==> src/rtl/fpstk_pkg.sv <==
package fpstk_pkg;
    localparam int NREG = 8;
    localparam int FW   = 80;
    localparam int PW   = $clog2(NREG);

    typedef logic [PW-1:0] ptr_t;
    typedef logic [FW-1:0] val_t;

    typedef enum logic [2:0] {
        OP_NOP    = 3'd0,
        OP_PUSH   = 3'd1,
        OP_POP    = 3'd2,
        OP_XCHG   = 3'd3,
        OP_UNARY  = 3'd4,
        OP_BINREG = 3'd5,
        OP_BINEXT = 3'd6
    } op_e;

    typedef struct packed {
        logic wr_a_en;
        ptr_t wr_a_idx;
        val_t wr_a_data;
        logic wr_b_en;
        ptr_t wr_b_idx;
        val_t wr_b_data;
        logic set_valid;
        ptr_t set_idx;
        logic clr_valid;
        ptr_t clr_idx;
    } upd_t;

    function automatic ptr_t rel_to_phys(ptr_t top, ptr_t off);
        return top + off;
    endfunction
endpackage

==> src/rtl/fpstk_ctrl.sv <==
module fpstk_ctrl
    import fpstk_pkg::*;
(
    input  op_e              op,
    input  ptr_t             idx,
    input  logic             rev,
    input  logic             pop_after,
    input  ptr_t             top,
    input  logic [NREG-1:0]  tags,
    input  val_t             st0,
    input  val_t             sti,
    input  val_t             push_data,
    input  val_t             res_data,
    output upd_t             upd,
    output ptr_t             top_n,
    output logic             ovf_set,
    output logic             unf_set
);
    ptr_t p_i;
    ptr_t p_dn;
    logic need_pop;

    assign p_i  = rel_to_phys(top, idx);
    assign p_dn = top - ptr_t'(1);

    always_comb begin
        upd      = '0;
        top_n    = top;
        ovf_set  = 1'b0;
        unf_set  = 1'b0;
        need_pop = 1'b0;
        case (op)
            OP_PUSH: begin
                if (tags[p_dn]) begin
                    ovf_set = 1'b1;
                end else begin
                    upd.wr_a_en   = 1'b1;
                    upd.wr_a_idx  = p_dn;
                    upd.wr_a_data = push_data;
                    upd.set_valid = 1'b1;
                    upd.set_idx   = p_dn;
                    top_n         = p_dn;
                end
            end
            OP_POP: begin
                if (!tags[top]) unf_set = 1'b1;
                else            need_pop = 1'b1;
            end
            OP_XCHG: begin
                if (!(tags[top] && tags[p_i])) begin
                    unf_set = 1'b1;
                end else begin
                    upd.wr_a_en   = 1'b1;
                    upd.wr_a_idx  = top;
                    upd.wr_a_data = sti;
                    upd.wr_b_en   = 1'b1;
                    upd.wr_b_idx  = p_i;
                    upd.wr_b_data = st0;
                end
            end
            OP_UNARY, OP_BINEXT: begin
                if (!tags[top]) begin
                    unf_set = 1'b1;
                end else begin
                    upd.wr_a_en   = 1'b1;
                    upd.wr_a_idx  = top;
                    upd.wr_a_data = res_data;
                    need_pop      = pop_after;
                end
            end
            OP_BINREG: begin
                if (!(tags[top] && tags[p_i])) begin
                    unf_set = 1'b1;
                end else begin
                    upd.wr_a_en   = 1'b1;
                    upd.wr_a_idx  = rev ? p_i : top;
                    upd.wr_a_data = res_data;
                    need_pop      = pop_after;
                end
            end
            default: ;
        endcase
        if (need_pop) begin
            upd.clr_valid = 1'b1;
            upd.clr_idx   = top;
            top_n         = top + ptr_t'(1);
        end
    end
endmodule

==> src/rtl/fpstk_file.sv <==
module fpstk_file
    import fpstk_pkg::*;
(
    input  logic            clk,
    input  logic            rst,
    input  upd_t            upd,
    output val_t            data_o [NREG],
    output logic [NREG-1:0] tags_o
);
    for (genvar g = 0; g < NREG; g++) begin : g_ent
        val_t d_q;
        logic t_q;
        always_ff @(posedge clk) begin
            if (rst) begin
                d_q <= '0;
                t_q <= 1'b0;
            end else begin
                if (upd.wr_a_en && upd.wr_a_idx == ptr_t'(g)) d_q <= upd.wr_a_data;
                if (upd.wr_b_en && upd.wr_b_idx == ptr_t'(g)) d_q <= upd.wr_b_data;
                if (upd.set_valid && upd.set_idx == ptr_t'(g)) t_q <= 1'b1;
                if (upd.clr_valid && upd.clr_idx == ptr_t'(g)) t_q <= 1'b0;
            end
        end
        assign data_o[g] = d_q;
        assign tags_o[g] = t_q;
    end
endmodule

==> src/rtl/fpstk_state.sv <==
module fpstk_state
    import fpstk_pkg::*;
(
    input  logic clk,
    input  logic rst,
    input  ptr_t top_n,
    input  logic ovf_set,
    input  logic unf_set,
    output ptr_t top_q,
    output logic ovf_q,
    output logic unf_q
);
    always_ff @(posedge clk) begin
        if (rst) begin
            top_q <= '0;
            ovf_q <= 1'b0;
            unf_q <= 1'b0;
        end else begin
            top_q <= top_n;
            ovf_q <= ovf_q | ovf_set;
            unf_q <= unf_q | unf_set;
        end
    end
endmodule

==> src/rtl/fp_regstack.sv <==
module fp_regstack
    import fpstk_pkg::*;
(
    input  logic                 clk,
    input  logic                 rst,
    input  logic [2:0]           cmd_op,
    input  logic [PW-1:0]        cmd_idx,
    input  logic                 cmd_rev,
    input  logic                 cmd_pop,
    input  logic [FW-1:0]        push_data,
    input  logic [FW-1:0]        ext_data,
    input  logic [FW-1:0]        res_data,
    output logic [FW-1:0]        opa,
    output logic [FW-1:0]        opb,
    output logic [PW-1:0]        top_ptr,
    output logic [NREG-1:0]      tag_valid,
    output logic                 ovf_flag,
    output logic                 unf_flag
);
    op_e             op;
    ptr_t            top_q;
    ptr_t            top_n;
    ptr_t            p_i;
    val_t            st_q [NREG];
    logic [NREG-1:0] tags_q;
    val_t            st0;
    val_t            sti;
    upd_t            upd;
    logic            ovf_set;
    logic            unf_set;

    assign op  = op_e'(cmd_op);
    assign p_i = rel_to_phys(top_q, cmd_idx);
    assign st0 = st_q[top_q];
    assign sti = st_q[p_i];

    fpstk_ctrl u_ctrl (
        .op        (op),
        .idx       (cmd_idx),
        .rev       (cmd_rev),
        .pop_after (cmd_pop),
        .top       (top_q),
        .tags      (tags_q),
        .st0       (st0),
        .sti       (sti),
        .push_data (push_data),
        .res_data  (res_data),
        .upd       (upd),
        .top_n     (top_n),
        .ovf_set   (ovf_set),
        .unf_set   (unf_set)
    );

    fpstk_file u_file (
        .clk    (clk),
        .rst    (rst),
        .upd    (upd),
        .data_o (st_q),
        .tags_o (tags_q)
    );

    fpstk_state u_state (
        .clk     (clk),
        .rst     (rst),
        .top_n   (top_n),
        .ovf_set (ovf_set),
        .unf_set (unf_set),
        .top_q   (top_q),
        .ovf_q   (ovf_flag),
        .unf_q   (unf_flag)
    );

    assign opa       = st0;
    assign opb       = (op == OP_BINEXT) ? ext_data : sti;
    assign top_ptr   = top_q;
    assign tag_valid = tags_q;
endmodule

==> config.mk <==
export PLATFORM = sky130hd
export DESIGN_NAME = fp_regstack
export DESIGN_NICKNAME = d
export VERILOG_FILES = /design/src/rtl/fpstk_pkg.sv /design/src/rtl/fpstk_ctrl.sv /design/src/rtl/fpstk_file.sv /design/src/rtl/fpstk_state.sv /design/src/rtl/fp_regstack.sv
export SDC_FILE = /design/constraint.sdc
export NUM_CORES = 2
export LEC_CHECK = 0
export BUFFER_PORTS_ARGS = -buffer_cell sky130_fd_sc_hd__buf_4
export CORE_AREA = 2 2 268 270
export CTS_CLUSTER_DIAMETER = 100
export DETAILED_ROUTE_END_ITERATION = 8
export DIE_AREA = 0 0 270 272
export HOLD_SLACK_MARGIN = 0.08
export PLACE_DENSITY_LB_ADDON = 0.1
export SLEW_MARGIN = 20
export SYNTH_ARGS = -nofsm -noshare
export SYNTH_HDL_FRONTEND = slang
export SYNTH_SLANG_ARGS = --single-unit
==> constraint.sdc <==
create_clock -name clk -period 13.4 [get_ports clk]
set_input_delay 2.01 -clock clk [delete_from_list [all_inputs] [get_ports clk]]
set_output_delay 2.01 -clock clk [all_outputs]
set_load 0.02 [all_outputs]
=== Word level (Yosys, flattened, before mapping) ===
Cells that the tools add are included.

* Add/subtract/negate cells: 3
* Magnitude comparators: 5
* Equal/unequal tests: 35
* Mux-type cells: 51
* Bitwise gates (word level): 4
* Reduce and logical (&&, ||, !) cells: 58

{| class="wikitable"
|+ Operator list
! cell !! count
|-
| $mux 80 || 21
|-
| $bmux 80 s3 || 2
|-
| $mux 84 || 4
|-
| $pmux 84 s4 || 1
|-
| $mux 168 || 1
|-
| $eq 3x3->1 const B || 19
|-
| $logic_and 1x1->1 || 33
|-
| $eq 3x2->1 const B || 10
|-
| $reduce_or 2->1 || 10
|-
| $reduce_bool 2->1 || 9
|-
| $eq 3x1->1 const B || 5
|-
| $logic_not 3->1 || 4
|-
| $lt 3x4->1 const B || 3
|-
| $mux 3 || 4
|-
| $mux 4 || 3
|-
| $mux 1 || 10
|-
| $bmux 1 s3 || 3
|-
| $ge 4x4->1 const B || 2
|-
| $not 3->4 || 2
|-
| $add 3x1->3 const B || 1
|-
| $add 3x3->3 || 1
|-
| $pmux 1 s3 || 1
|-
| $reduce_or 3->1 || 1
|-
| $sub 3x1->3 const B || 1
|-
| 4 further kinds || 5
|}

* Bits in registers: 653
* Bits of input ports: 250
* Output and inout port bits: 173

=== Longest topological paths before layout ===
* Word-level depth: 11
* Depth in mapped cells: 18

=== Cells and area by module ===
A second synthesis with hierarchy kept.

* Cells, all modules: 4,826
* Area, all modules: 42,642.1 um^2

{| class="wikitable"
|+ By module, submodules not included
! module !! instances !! cells an instance !! area an instance (um^2) !! seq. area each (um^2)
|-
| fpstk_file || 1 || 3,784 || 28,821.4 || 12,972.4
|-
| fp_regstack || 1 || 665 || 10,900.5 || 0.0
|-
| fpstk_ctrl || 1 || 367 || 2,781.4 || 0.0
|-
| fpstk_state || 1 || 10 || 138.9 || 100.1
|}

=== Worst setup path before layout ===
Ideal clock, no wire load.

* Path kind: input-to-output
* Start: in cmd_idx[0]
* End: out opb[34]
* Arrival: 4.221 ns
* Data required time: 11.390 ns
* Slack: 7.169 ns
* Stages on the path: 7
* Cell sequence: ha_1 -> clkbuf_1 -> clkbuf_1 -> buf_1 -> mux4_2 -> mux2i_1 -> a21oi_1

* Cells in the longest elaborated chain, start to end: 6

{| class="wikitable"
|+ RTL lines
! what !! line !! source
|-
| start: declaration || fp_regstack.sv:7 || <nowiki>input logic [PW-1:0] cmd_idx,</nowiki>
|-
| $add 3x3->3 || fpstk_pkg.sv:33 || <nowiki>return top + off;</nowiki>
|-
| $not 3->4 (implied by the code) || fp_regstack.sv:35 || <nowiki>assign sti = st_q[p_i];</nowiki>
|-
| $bmux 80 s3 || fp_regstack.sv:35 ||
|-
| $mux 80 (implied by the code) (2 in a row) || fp_regstack.sv:35 ||
|-
| $mux 80 || fp_regstack.sv:74 || <nowiki>assign opb = (op == OP_BINEXT) ? ext_data : sti;</nowiki>
|-
| end: declaration || fp_regstack.sv:14 || <nowiki>output logic [FW-1:0] opb,</nowiki>
|}

No other way between the ends. The select of a mux whose other input is x is not followed.

=== Worst setup path after layout ===
* Start: in cmd_idx[0]
* End: reg u_file.g_ent[1].d_q[38]

* Cells in the longest elaborated chain, start to end: 9

{| class="wikitable"
|+ RTL lines
! what !! line !! source
|-
| $add 3x3->3 * || fpstk_pkg.sv:33 ||
|-
| $bmux 1 s3 or $not 3->4 (tied branches) || fpstk_ctrl.sv:50, fpstk_ctrl.sv:72, fp_regstack.sv:35 ||
|-
| $mux 1 (implied by the code) or $bmux 80 s3 (tied branches) || fpstk_ctrl.sv:50, fpstk_ctrl.sv:72, fp_regstack.sv:35 ||
|-
| $logic_and 1x1->1 or $mux 80 (tied branches) || fpstk_ctrl.sv:50, fpstk_ctrl.sv:72, fp_regstack.sv:35 ||
|-
| $mux 84 (tied with other cells) || fpstk_ctrl.sv:72 || <nowiki>if (!(tags[top] && tags[p_i])) begin</nowiki>
|-
| $pmux 84 s4 (tied with other cells) || fpstk_ctrl.sv:32 || <nowiki>case (op)</nowiki>
|-
| $eq 3x1->1 (tied with other cells) || fpstk_file.sv:18 || <nowiki>if (upd.wr_a_en && upd.wr_a_idx == ptr_t'(g)) d_q <= upd.wr_a_data;</nowiki>
|-
| $logic_and 1x1->1 (tied with other cells) || fpstk_file.sv:18 ||
|-
| $reduce_bool 2->1 (no line) or $mux 80 (tied branches) || - ||
|-
| end signal: assignment || fpstk_file.sv:18 ||
|-
| end signal: assignment || fpstk_file.sv:19 || <nowiki>if (upd.wr_b_en && upd.wr_b_idx == ptr_t'(g)) d_q <= upd.wr_b_data;</nowiki>
|-
| end: declaration || fpstk_file.sv:11 || <nowiki>val_t d_q;</nowiki>
|}

Mark *: on every way between the ends. The rest lies on a longest branch, timed or not. The select of a mux whose other input is x is not followed.
A chain may end at the register's enable or synchronous reset.

==> results.sh <==
export IMPL_status="finished, final reports clean"
export IMPL_endpoint="u_file.g_ent[1].d_q[38]"
export IMPL_power_density_nw_per_um2=105
export IMPL_vias_per_cell=7.89
export IMPL_syn_avg_cell_area_um2=9.16
export IMPL_final_util=0.671
export IMPL_r2r_start="u_state.top_q[1]"
export IMPL_syn_nets=4852
export IMPL_chipHeight_um=272
export IMPL_timing_final_crit_share=0.598
export IMPL_crit_type="in2reg"
export IMPL_critical_path_max_stage_delay_ns=1.24
export IMPL_slew_violations=0
export IMPL_fmax_mhz=125
export IMPL_synth_edf_count=0
export IMPL_fillCellCount=5784
export IMPL_post_cts_buffers=0
export IMPL_final_cells=5593
export IMPL_final_cell_area_um2=47500
export IMPL_netSwitchingPower_uw=1530
export IMPL_grt_pass1_vias=41959
export IMPL_synth_area_um2=42100
export IMPL_timing_slew_headroom=0.161
export IMPL_hold_ws_ns=0.496
export IMPL_dpl_cell_area_um2=45100
export IMPL_core_um2=70800
export IMPL_worstPathMaxFanout=80
export IMPL_multi_input_area_um2=27000
export IMPL_ir_drop_v=0.000107
export IMPL_clk_latency_ns=0.65
export IMPL_wire_per_inst_um=31.0
export IMPL_tightest_slew_ns=1.26
export IMPL_fin_skew_ns=0.0213
export IMPL_finalSetupViolCount=0
export IMPL_hp_class="reg2reg"
export IMPL_worst_r2r_setup_slack_ns=5.88
export IMPL_ant_nets=0
export IMPL_r2r_end="u_file.g_ent[1].d_q[38]"
export IMPL_async_flop_share=0
export IMPL_arrival_ns=8.49
export IMPL_synthToLayoutAreaGrowth_pct=12.7
export IMPL_grt_max_degree=167
export IMPL_syn_inst=4598
export IMPL_required_ns=13.88
export IMPL_finalSetupTns_ns=0
export IMPL_final_common_cell="dfxtp_1"
export IMPL_cap_violations=0
export IMPL_start_util=0.595
export IMPL_rows=98
export IMPL_ctsResizeCount=0
export IMPL_ys_flop_type="dfxtp_1"
export IMPL_sequentialPowerShare=0.403
export IMPL_rsz0062_at_grt="false"
export IMPL_gp_congestion=0.870
export IMPL_seq_area_um2=13100
export IMPL_swShare=0.306
export IMPL_ios=423
export IMPL_nets=4842
export IMPL_htreeDepth=3
export IMPL_overflow=0
export IMPL_final_cell_mix="650 x dfxtp_1, 491 x buf_4, 490 x nand2_1"
export IMPL_ys_ff_latch=653
export IMPL_ys_warnings_count=0
export IMPL_die_w_um=270
export IMPL_power_frac_comb=0.189
export IMPL_drt_initial_drc_count=7308
export IMPL_dp_hpwl_um=92400
export IMPL_antenna_found_initial=6
export IMPL_num_vias=44125
export IMPL_dp_cells=5462
export IMPL_cts_tree="built"
export IMPL_startpoint="cmd_idx[0]"
export IMPL_clkPwrFrac=0.408
export IMPL_cp_start_kind="primary input"
export IMPL_slowest_stage="fa_4"
export IMPL_cts_buffer_depth=3
export IMPL_hold_buffers=0
export IMPL_clock_sinks=653
export IMPL_portBuffers=422
export IMPL_internal_power_uw=3470
export IMPL_ys_seq_area_frac=0.310
export IMPL_grt_usage=0.454
export IMPL_dieArea_um2=73400
export IMPL_cts_root_buf="clkbuf_16"
export IMPL_grt_first_pass_wirelength_um=258000
export IMPL_netlist_cell_type_count=66
export IMPL_final_hold_viol_count=0
export IMPL_cp_common_cell="buf_4"
export IMPL_finalCriticalPeriod_ns=8.01
export IMPL_first_pass_iters=8
export IMPL_worst_r2r_cell_count=12
export IMPL_crit_path_end_kind="register"
export IMPL_worstPathCellList="buf_4 -> ha_4 -> inv_1 -> fa_4 -> buf_4 -> mux4_2 -> mux2_2 -> nand4_4 -> buf_4 -> or3_4 -> buf_4 -> nor2_1 -> a21oi_1 -> a211oi_1"
export IMPL_drt_total_wl_um=174000
export IMPL_p_leak_uw=0.0150
export IMPL_cts_buffers=73
export IMPL_route_detailed_drc=0
export IMPL_clk_pin_slew_ns=0.06
export IMPL_drive_above_1_share=0.231
-- area by class of cell --
class	instances	share of cell area
Timing Repair Buffer	498	0.0803
Antenna cell	1	0.0000527
Multi-Input combinational cell	3354	0.569
Sequential cell	653	0.276
Inverter	8	0.000791
Clock buffer	116	0.0478
Clock inverter	13	0.00177
Tap cell	950	0.0250
-- synthesized netlist by cell type, drive strengths merged, types with 159 or more instances --
library cell | instances | area share
a211oi | 163 | 0.029
a21oi | 249 | 0.030
a221o | 161 | 0.038
clkbuf | 481 | 0.043
dfxtp | 653 | 0.31
mux2i | 239 | 0.057
mux4 | 324 | 0.17
nand2 | 496 | 0.044
nand4 | 240 | 0.036
nor2 | 421 | 0.038
nor3 | 169 | 0.021
o311ai | 160 | 0.033
o31ai | 159 | 0.028
-- worst max-delay path: cells and delay by family --
kind,cells,cell delay (ns)
AOI/OAI and AO/OA,2,0.30
adders and majority gates,2,1.35
buffers and inverters,5,2.53
muxes,2,0.94
and+or+nand+nor,3,1.22
-- power by group through the flow --
stage | sequential (uW) | clock (uW) | combinational, uW
2_1_floorplan | 2030 | 0 | 591
3_3_place_gp | 2050 | 0 | 901
3_5_place_dp | 2050 | 0 | 909
4_1_cts | 2010 | 2020 | 912
5_1_grt | 2010 | 2100 | 966
6_report | 2010 | 2040 | 945
-- sequential cells by signal (all words and copies together), names as in the netlist --
register	cells
u_state.top_q	3
u_file.g_ent.d_q	640
u_file.g_ent.t_q	8
u_state.unf_q	1
u_state.ovf_q	1
-- routing by layer --
metal  vias to the layer above  GRT usage  routed length, um
li1                      18050          -                  -
met1                     21135      0.590              61200
met2                      4100      0.672              74100
met3                       830      0.137              27400
met4                        10      0.264              10800
met5                         -          0                 60
-- logic make-up after synthesis --
family	after synthesis	share of synthesized area
xor gates and xnor gates	7	0.00181
adders and majority gates	4	0.00137
and+or+nand+nor	1602	0.180
muxes	651	0.254
AOI/OAI and AO/OA	1090	0.198
buffers and inverters	591	0.0547
DFF	653	0.310
-- how the worst min path moves through the flow --
stage / from / endpoint / slack, ns / cells after the start
finish: u_state.ovf_q / u_state.ovf_q / 0.50 / 2
detailed placement: u_state.ovf_q / u_state.ovf_q / 0.47 / 2
global route: u_state.ovf_q / u_state.ovf_q / 0.52 / 2
floorplan: u_file.g_ent[0].d_q[0] / u_file.g_ent[0].d_q[0] / 0.48 / 2
global placement: u_state.ovf_q / u_state.ovf_q / 0.46 / 2
CTS: u_state.ovf_q / u_state.ovf_q / 0.49 / 2
-- per-stage QoR --
step	power [uW]	setup slack, ns
after floorplan	2620	7.17
after global placement	2950	5.13
after detailed placement	2960	5.01
after CTS	4940	5.53
after global routing	5080	5.22
final	4990	5.39
Note: power is estimated with default switching activity, not from simulation.
